**src/rtl/pdial_pkg.sv**
```systemverilog
package pdial_pkg;

    typedef enum logic [2:0] {
        ST_IDLE,
        ST_RBRK,
        ST_RPAUSE,
        ST_FETCH,
        ST_BRK,
        ST_MAKE,
        ST_GAP
    } dial_st_e;

    function automatic int max2(input int a, input int b);
        return (a > b) ? a : b;
    endfunction

    // number of loop breaks for a decimal digit code
    function automatic logic [3:0] pulses_of(input logic [3:0] code);
        return (code == 4'd0) ? 4'd10 : code;
    endfunction

endpackage

```
**src/rtl/pdial_timer.sv**
```systemverilog
module pdial_timer #(
    parameter int UNIT_TICKS = 1,
    parameter int DW         = 7
) (
    input  logic          clk,
    input  logic          rst_n,
    input  logic          tick_i,
    input  logic          load_i,
    input  logic [DW-1:0] dur_i,
    output logic          done_o
);
    localparam int PW = (UNIT_TICKS > 1) ? $clog2(UNIT_TICKS) : 1;

    typedef struct packed {
        logic [PW-1:0] pre;
        logic [DW-1:0] cnt;
    } tmr_t;

    tmr_t d, q;
    logic unit_end;

    assign unit_end = tick_i && (q.pre == PW'(UNIT_TICKS - 1));
    assign done_o   = unit_end && (q.cnt == DW'(1));

    always_comb begin
        d = q;
        if (load_i) begin
            d.pre = '0;
            d.cnt = dur_i;
        end else if (tick_i && (q.cnt != '0)) begin
            if (unit_end) begin
                d.pre = '0;
                d.cnt = q.cnt - DW'(1);
            end else begin
                d.pre = q.pre + PW'(1);
            end
        end
    end

    always_ff @(posedge clk or negedge rst_n) begin
        if (!rst_n) q <= '0;
        else        q <= d;
    end

endmodule

```
**src/rtl/pdial_store.sv**
```systemverilog
module pdial_store #(
    parameter int DEPTH = 32,
    parameter int AW    = 5,
    parameter int CW    = 6
) (
    input  logic          clk,
    input  logic          rst_n,
    input  logic          clr_i,
    input  logic          wr_i,
    input  logic [3:0]    wdata_i,
    input  logic [AW-1:0] raddr_i,
    output logic [3:0]    rdata_o,
    output logic [CW-1:0] len_o
);
    logic [3:0]       mem [DEPTH];
    logic [CW-1:0]    len_d, len_q, base;
    logic [DEPTH-1:0] we;

    assign base = clr_i ? '0 : len_q;

    for (genvar g = 0; g < DEPTH; g++) begin : g_we
        assign we[g] = wr_i && (base == CW'(g));
    end

    always_comb begin
        len_d = base;
        if (wr_i && (base < CW'(DEPTH))) len_d = base + CW'(1);
    end

    always_ff @(posedge clk or negedge rst_n) begin
        if (!rst_n) len_q <= '0;
        else        len_q <= len_d;
    end

    always_ff @(posedge clk) begin
        for (int i = 0; i < DEPTH; i++) begin
            if (we[i]) mem[i] <= wdata_i;
        end
    end

    assign rdata_o = mem[raddr_i];
    assign len_o   = len_q;

endmodule

```
**src/rtl/pulse_dialer.sv**
```systemverilog
module pulse_dialer
    import pdial_pkg::*;
#(
    parameter int UNIT_TICKS = 1,
    parameter int DEPTH      = 32,
    parameter int BRK_SLOW   = 6,
    parameter int MAKE_SLOW  = 4,
    parameter int BRK_FAST   = 3,
    parameter int MAKE_FAST  = 2,
    parameter int GAP_U      = 80,
    parameter int RD_BREAK   = 120,
    parameter int RD_PAUSE   = 100
) (
    input  logic       clk,
    input  logic       rst_n,
    input  logic       tick_i,
    input  logic       fifo_valid_i,
    input  logic [3:0] fifo_digit_i,
    output logic       fifo_pop_o,
    input  logic       tone_mode_i,
    input  logic       rate20_i,
    input  logic       redial_i,
    input  logic       new_call_i,
    output logic       line_o,
    output logic       mute_n_o,
    output logic       busy_o
);
    localparam int MAXD = max2(max2(max2(RD_BREAK, RD_PAUSE), max2(GAP_U, BRK_SLOW)),
                               max2(max2(MAKE_SLOW, BRK_FAST), MAKE_FAST));
    localparam int DW   = $clog2(MAXD + 1);
    localparam int AW   = (DEPTH > 1) ? $clog2(DEPTH) : 1;
    localparam int CW   = $clog2(DEPTH + 1);

    typedef struct packed {
        dial_st_e      st;
        logic [3:0]    left;
        logic          fast;
        logic          replay;
        logic [CW-1:0] idx;
    } ctl_t;

    localparam ctl_t CTL_RST = '{st: ST_IDLE, left: 4'd0, fast: 1'b0, replay: 1'b0, idx: '0};

    ctl_t d, q;

    logic          t_load, t_done, pop, s_wr;
    logic [DW-1:0] t_dur;
    logic [3:0]    s_rdata;
    logic [CW-1:0] s_len;

    function automatic logic [DW-1:0] brk_len(input logic f);
        return f ? DW'(BRK_FAST) : DW'(BRK_SLOW);
    endfunction

    function automatic logic [DW-1:0] mk_len(input logic f);
        return f ? DW'(MAKE_FAST) : DW'(MAKE_SLOW);
    endfunction

    pdial_timer #(.UNIT_TICKS(UNIT_TICKS), .DW(DW)) u_tmr (
        .clk    (clk),
        .rst_n  (rst_n),
        .tick_i (tick_i),
        .load_i (t_load),
        .dur_i  (t_dur),
        .done_o (t_done)
    );

    pdial_store #(.DEPTH(DEPTH), .AW(AW), .CW(CW)) u_store (
        .clk     (clk),
        .rst_n   (rst_n),
        .clr_i   (new_call_i && !q.replay),
        .wr_i    (s_wr),
        .wdata_i (fifo_digit_i),
        .raddr_i (q.idx[AW-1:0]),
        .rdata_o (s_rdata),
        .len_o   (s_len)
    );

    always_comb begin
        d      = q;
        t_load = 1'b0;
        t_dur  = '0;
        pop    = 1'b0;
        s_wr   = 1'b0;
        unique case (q.st)
            ST_IDLE: begin
                if (redial_i) begin
                    d.st     = ST_RBRK;
                    d.replay = 1'b1;
                    d.idx    = '0;
                    t_load   = 1'b1;
                    t_dur    = DW'(RD_BREAK);
                end else if (fifo_valid_i) begin
                    pop = 1'b1;
                    if (fifo_digit_i < 4'd10) begin
                        s_wr = 1'b1;
                        if (!tone_mode_i) begin
                            d.st   = ST_BRK;
                            d.left = pulses_of(fifo_digit_i);
                            d.fast = rate20_i;
                            t_load = 1'b1;
                            t_dur  = brk_len(rate20_i);
                        end
                    end
                end
            end
            ST_RBRK: begin
                if (t_done) begin
                    d.st   = ST_RPAUSE;
                    t_load = 1'b1;
                    t_dur  = DW'(RD_PAUSE);
                end
            end
            ST_RPAUSE: begin
                if (t_done) d.st = ST_FETCH;
            end
            ST_FETCH: begin
                if (q.idx == s_len) begin
                    d.st     = ST_IDLE;
                    d.replay = 1'b0;
                end else begin
                    d.idx = q.idx + CW'(1);
                    if (!tone_mode_i) begin
                        d.st   = ST_BRK;
                        d.left = pulses_of(s_rdata);
                        d.fast = rate20_i;
                        t_load = 1'b1;
                        t_dur  = brk_len(rate20_i);
                    end
                end
            end
            ST_BRK: begin
                if (t_done) begin
                    d.st   = ST_MAKE;
                    t_load = 1'b1;
                    t_dur  = mk_len(q.fast);
                end
            end
            ST_MAKE: begin
                if (t_done) begin
                    t_load = 1'b1;
                    if (q.left == 4'd1) begin
                        d.st  = ST_GAP;
                        t_dur = DW'(GAP_U);
                    end else begin
                        d.st   = ST_BRK;
                        d.left = q.left - 4'd1;
                        t_dur  = brk_len(q.fast);
                    end
                end
            end
            ST_GAP: begin
                if (t_done) d.st = q.replay ? ST_FETCH : ST_IDLE;
            end
            default: d = CTL_RST;
        endcase
    end

    always_ff @(posedge clk or negedge rst_n) begin
        if (!rst_n) q <= CTL_RST;
        else        q <= d;
    end

    assign fifo_pop_o = pop;
    assign line_o     = !((q.st == ST_BRK) || (q.st == ST_RBRK));
    assign mute_n_o   = !((q.st == ST_BRK) || (q.st == ST_MAKE) || (q.st == ST_GAP));
    assign busy_o     = (q.st != ST_IDLE);

endmodule

```
**config.mk**
```make
export PLATFORM = sky130hd
export DESIGN_NAME = pulse_dialer
export DESIGN_NICKNAME = d
export VERILOG_FILES = /design/src/rtl/pdial_pkg.sv /design/src/rtl/pdial_timer.sv /design/src/rtl/pdial_store.sv /design/src/rtl/pulse_dialer.sv
export SDC_FILE = /design/constraint.sdc
export NUM_CORES = 1
export LEC_CHECK = 0
export BUFFER_PORTS_ARGS = -buffer_cell sky130_fd_sc_hd__buf_2
export CAP_MARGIN = 40
export CORE_UTILIZATION = 25
export CTS_BUF_LIST = sky130_fd_sc_hd__clkbuf_4
export CTS_CLUSTER_DIAMETER = 60
export DETAILED_ROUTE_END_ITERATION = 10
export GPL_TIMING_DRIVEN = 0
export HOLD_SLACK_MARGIN = 0.1
export PLACE_DENSITY = 0.5
export SLEW_MARGIN = 20
export SYNTH_ARGS = -nofsm -noshare
export SYNTH_HDL_FRONTEND = slang
export SYNTH_HIERARCHICAL = 1
export SYNTH_SLANG_ARGS = --single-unit
```
**constraint.sdc**
```tcl
create_clock -name clk -period 6.7 [get_ports clk]
set_input_delay 1.34 -clock clk [delete_from_list [all_inputs] [get_ports clk]]
set_output_delay 1.34 -clock clk [all_outputs]
set_load 0.01 [all_outputs]
```
==> impl_metrics.tcl <==
set metrics [dict create \
    r2r_start "q[13]" \
    cts.repair.resized 0 \
    gp_congestion 0.828 \
    rows 62 \
    rr_endpoint "u_store/mem[21][2]" \
    holdWs_ns 0.588 \
    cts_sinks 157 \
    yosys_most_used_dff "edfxtp_1" \
    power_density_mw_per_mm2 255 \
    fin_setup_tns_ns 0 \
    fillers 2923 \
    final_nets 537 \
    finalSetupViolCount 0 \
    max-vdd-ir-drop_mv 0.0906 \
    coreArea_sq_mm 0.0287 \
    p_clk_frac 0.278 \
    critPathRequiredTime_ns 6.91 \
    dieArea_sq_mm 0.0299 \
    status "completed" \
    finClkSkew_ns 0.0265 \
    grt_max_degree 37 \
    worstMarginPinSlew_ns 0.799 \
    die_x_um 173 \
    cts_hold_buf 0 \
    dr.pass1.iters 5 \
    clk_pin_slew_ns 0.15 \
    clockRootBuffer "clkbuf_4" \
    post_cts_buffers 0 \
    min_period_over_period 0.566 \
    synth_nets 502 \
    wirelength_mm 16.6 \
    reg2regPathDepth 9 \
    critPathKind "input pin to register" \
    synth_cells 484 \
    dpl.hpwl_mm 11.6 \
    cts_max_level 4 \
    p_leak_nw 2.59 \
    whs_path_depth 1 \
    min_to "q[11]" \
    vias 4341 \
    route.detailed.drc 0 \
    rsz0062_at_grt "false" \
    worstHoldStart "q[11]" \
    yosys_warnings 6 \
    ant_nets 0 \
    utilization 0.285 \
    fp.dieH_um 173 \
    drt-initial-drc-count 399 \
    placement.io_buffers 15 \
    start_util 0.255 \
    placed_cell_area_sq_mm 0.00787 \
    worstHoldPathType "register to register" \
    post_drt_wl_per_cell_um 18.1 \
    period_minus_slack_ns 3.79 \
    p_int_mw 1.42 \
    endpoint_kind "register" \
    area_growth_pct 11.8 \
    startpoint_type "input pin" \
    io_pins 16 \
    synthArstFlopShare 0.185 \
    net-switching-power_mw 0.663 \
    relSlewSlack 0.467 \
    max-cap-violations 0 \
    hold_viol_final 0 \
    drive_above_1_share 0.239 \
    netlist_area_sq_mm 0.00731 \
    seq_power_share 0.551 \
    layout_commonest_cell "edfxtp_1" \
    grt_pass1_vias 4479 \
    worst-path-max-fanout 36 \
    ys_ff_latch 157 \
    r2r_setup_slack_ns 3.27 \
    p_comb_frac 0.171 \
    yosysSeqAreaShare 0.625 \
    fmax_mhz 264 \
    p_sw_frac 0.318 \
    grt_antenna_before_repair 1 \
    final_cell_mix "edfxtp_1, nor2_1, mux4_2" \
    setup_ws_ns 2.91 \
    viasPerCell 4.73 \
    yosysUniqueCellTypes 73 \
    clockBufferDepth 2 \
    clock_latency_ns 0.56 \
    synth_edf_count 128 \
    arrival_ns 4.00 \
    numCtsBuffers 17 \
    overflow 0 \
    pre_cts_ws_ns 2.35 \
    track_usage 0.116 \
    syn_avg_cell_area_sq_um 15.1 \
    report.final.slew_viol_count 0 \
    fin_area_sq_mm 0.00817 \
    cts_tree "built" \
    grt_pass1_wl_mm 26.3 \
]
synthesized netlist by cell type, types with 4 or more instances:
master,instances,area (sq um)
nand2_1,29,109
buf_6,7,78.8
inv_1,15,56.3
buf_1,4,15.0
or3_1,4,25.0
dfrtp_1,29,726
clkbuf_1,7,26.3
a21oi_1,13,65.1
edfxtp_1,128,3840
mux2_4,4,60.1
o21ai_0,15,75.1
nand4_1,5,31.3
buf_2,4,20.0
nor3b_1,5,37.5
xnor2_1,9,78.8
nor2_1,46,173
mux2_2,5,56.3
mux4_2,40,901
nand3b_1,6,45.0
nand2b_1,9,56.3
nor2b_1,4,25.0
nor3_1,8,40.0
o211ai_1,9,67.6
ha_1,6,75.1
final cells by class:
type	instances	area (sq um)	area share
Multi-Input combinational cell	289	2540	0.310
Clock inverter	15	174	0.0213
Buffer	23	148	0.0181
Inverter	15	56.3	0.00689
Sequential cell	157	4570	0.559
Clock buffer	17	128	0.0156
Antenna cell	1	2.50	0.000306
Tap cell	384	480	0.0588
Timing Repair Buffer	16	80.1	0.00980
sequential cells by signal, indices dropped and copies added, names as in the netlist:
| register | count |
|---|---|
| u_store/mem | 128 |
| q | 15 |
| u_store/len_o | 6 |
| u_tmr/q | 8 |
metal layers:
layer  share of wire  track usage  up-vias  wire length (um)
li1                -            -     1970                 -
met5               0            0        -                 0
met2            0.49        0.189      135              8080
met4           0.021       0.0431        0               354
met1            0.45        0.151     2214              7490
met3           0.043       0.0273       22               715
worst max-delay path, cell delays in order:
cell and delay [ns]:
buf_2 0.31, o21ai_0 0.41, nand2_1 0.17, inv_1 0.09
clkbuf_1 0.30, nor4bb_1 0.67, nand2b_1 0.25, nor2_1 0.43
power groups by stage:
stage	clock [mW]	combinational [mW]	sequential (mW)
5_1_grt	0.637	0.396	1.15
3_5_place_dp	0	0.351	1.17
6_report	0.578	0.357	1.15
2_1_floorplan	0	0.262	1.15
3_3_place_gp	0	0.339	1.16
4_1_cts	0.602	0.352	1.15
how the worst max path moves through the flow:
stage / to / cells past startpoint / from
final: u_store/mem[21][2] / 8 / fifo_digit_i[2]
after detailed placement: u_store/mem[21][3] / 8 / fifo_digit_i[2]
after CTS: u_store/mem[21][2] / 8 / fifo_digit_i[2]
after global routing: u_store/mem[19][2] / 8 / fifo_digit_i[2]
after global placement: u_store/mem[29][2] / 8 / fifo_digit_i[2]
after floorplan: u_tmr/q[2] / 8 / tick_i
kinds of logic after synthesis:
group / after synthesis / share of synthesized area
buffers and inverters: 38 / 0.0279
AO/OA/AOI/OAI: 79 / 0.0781
flip-flops: 157 / 0.625
AND/OR/NAND/NOR: 143 / 0.105
adder cells (fa/ha/maj): 6 / 0.0103
XOR/XNOR: 12 / 0.0144
multiplexers: 49 / 0.139
through the flow:
step                power (mW)  cells
finish                    2.08    917
global route              2.19    917
CTS                       2.10    916
detailed placement        1.52    884
global placement          1.50    883
floorplan                 1.41    484
Note: power is estimated with default switching activity, not from simulation.
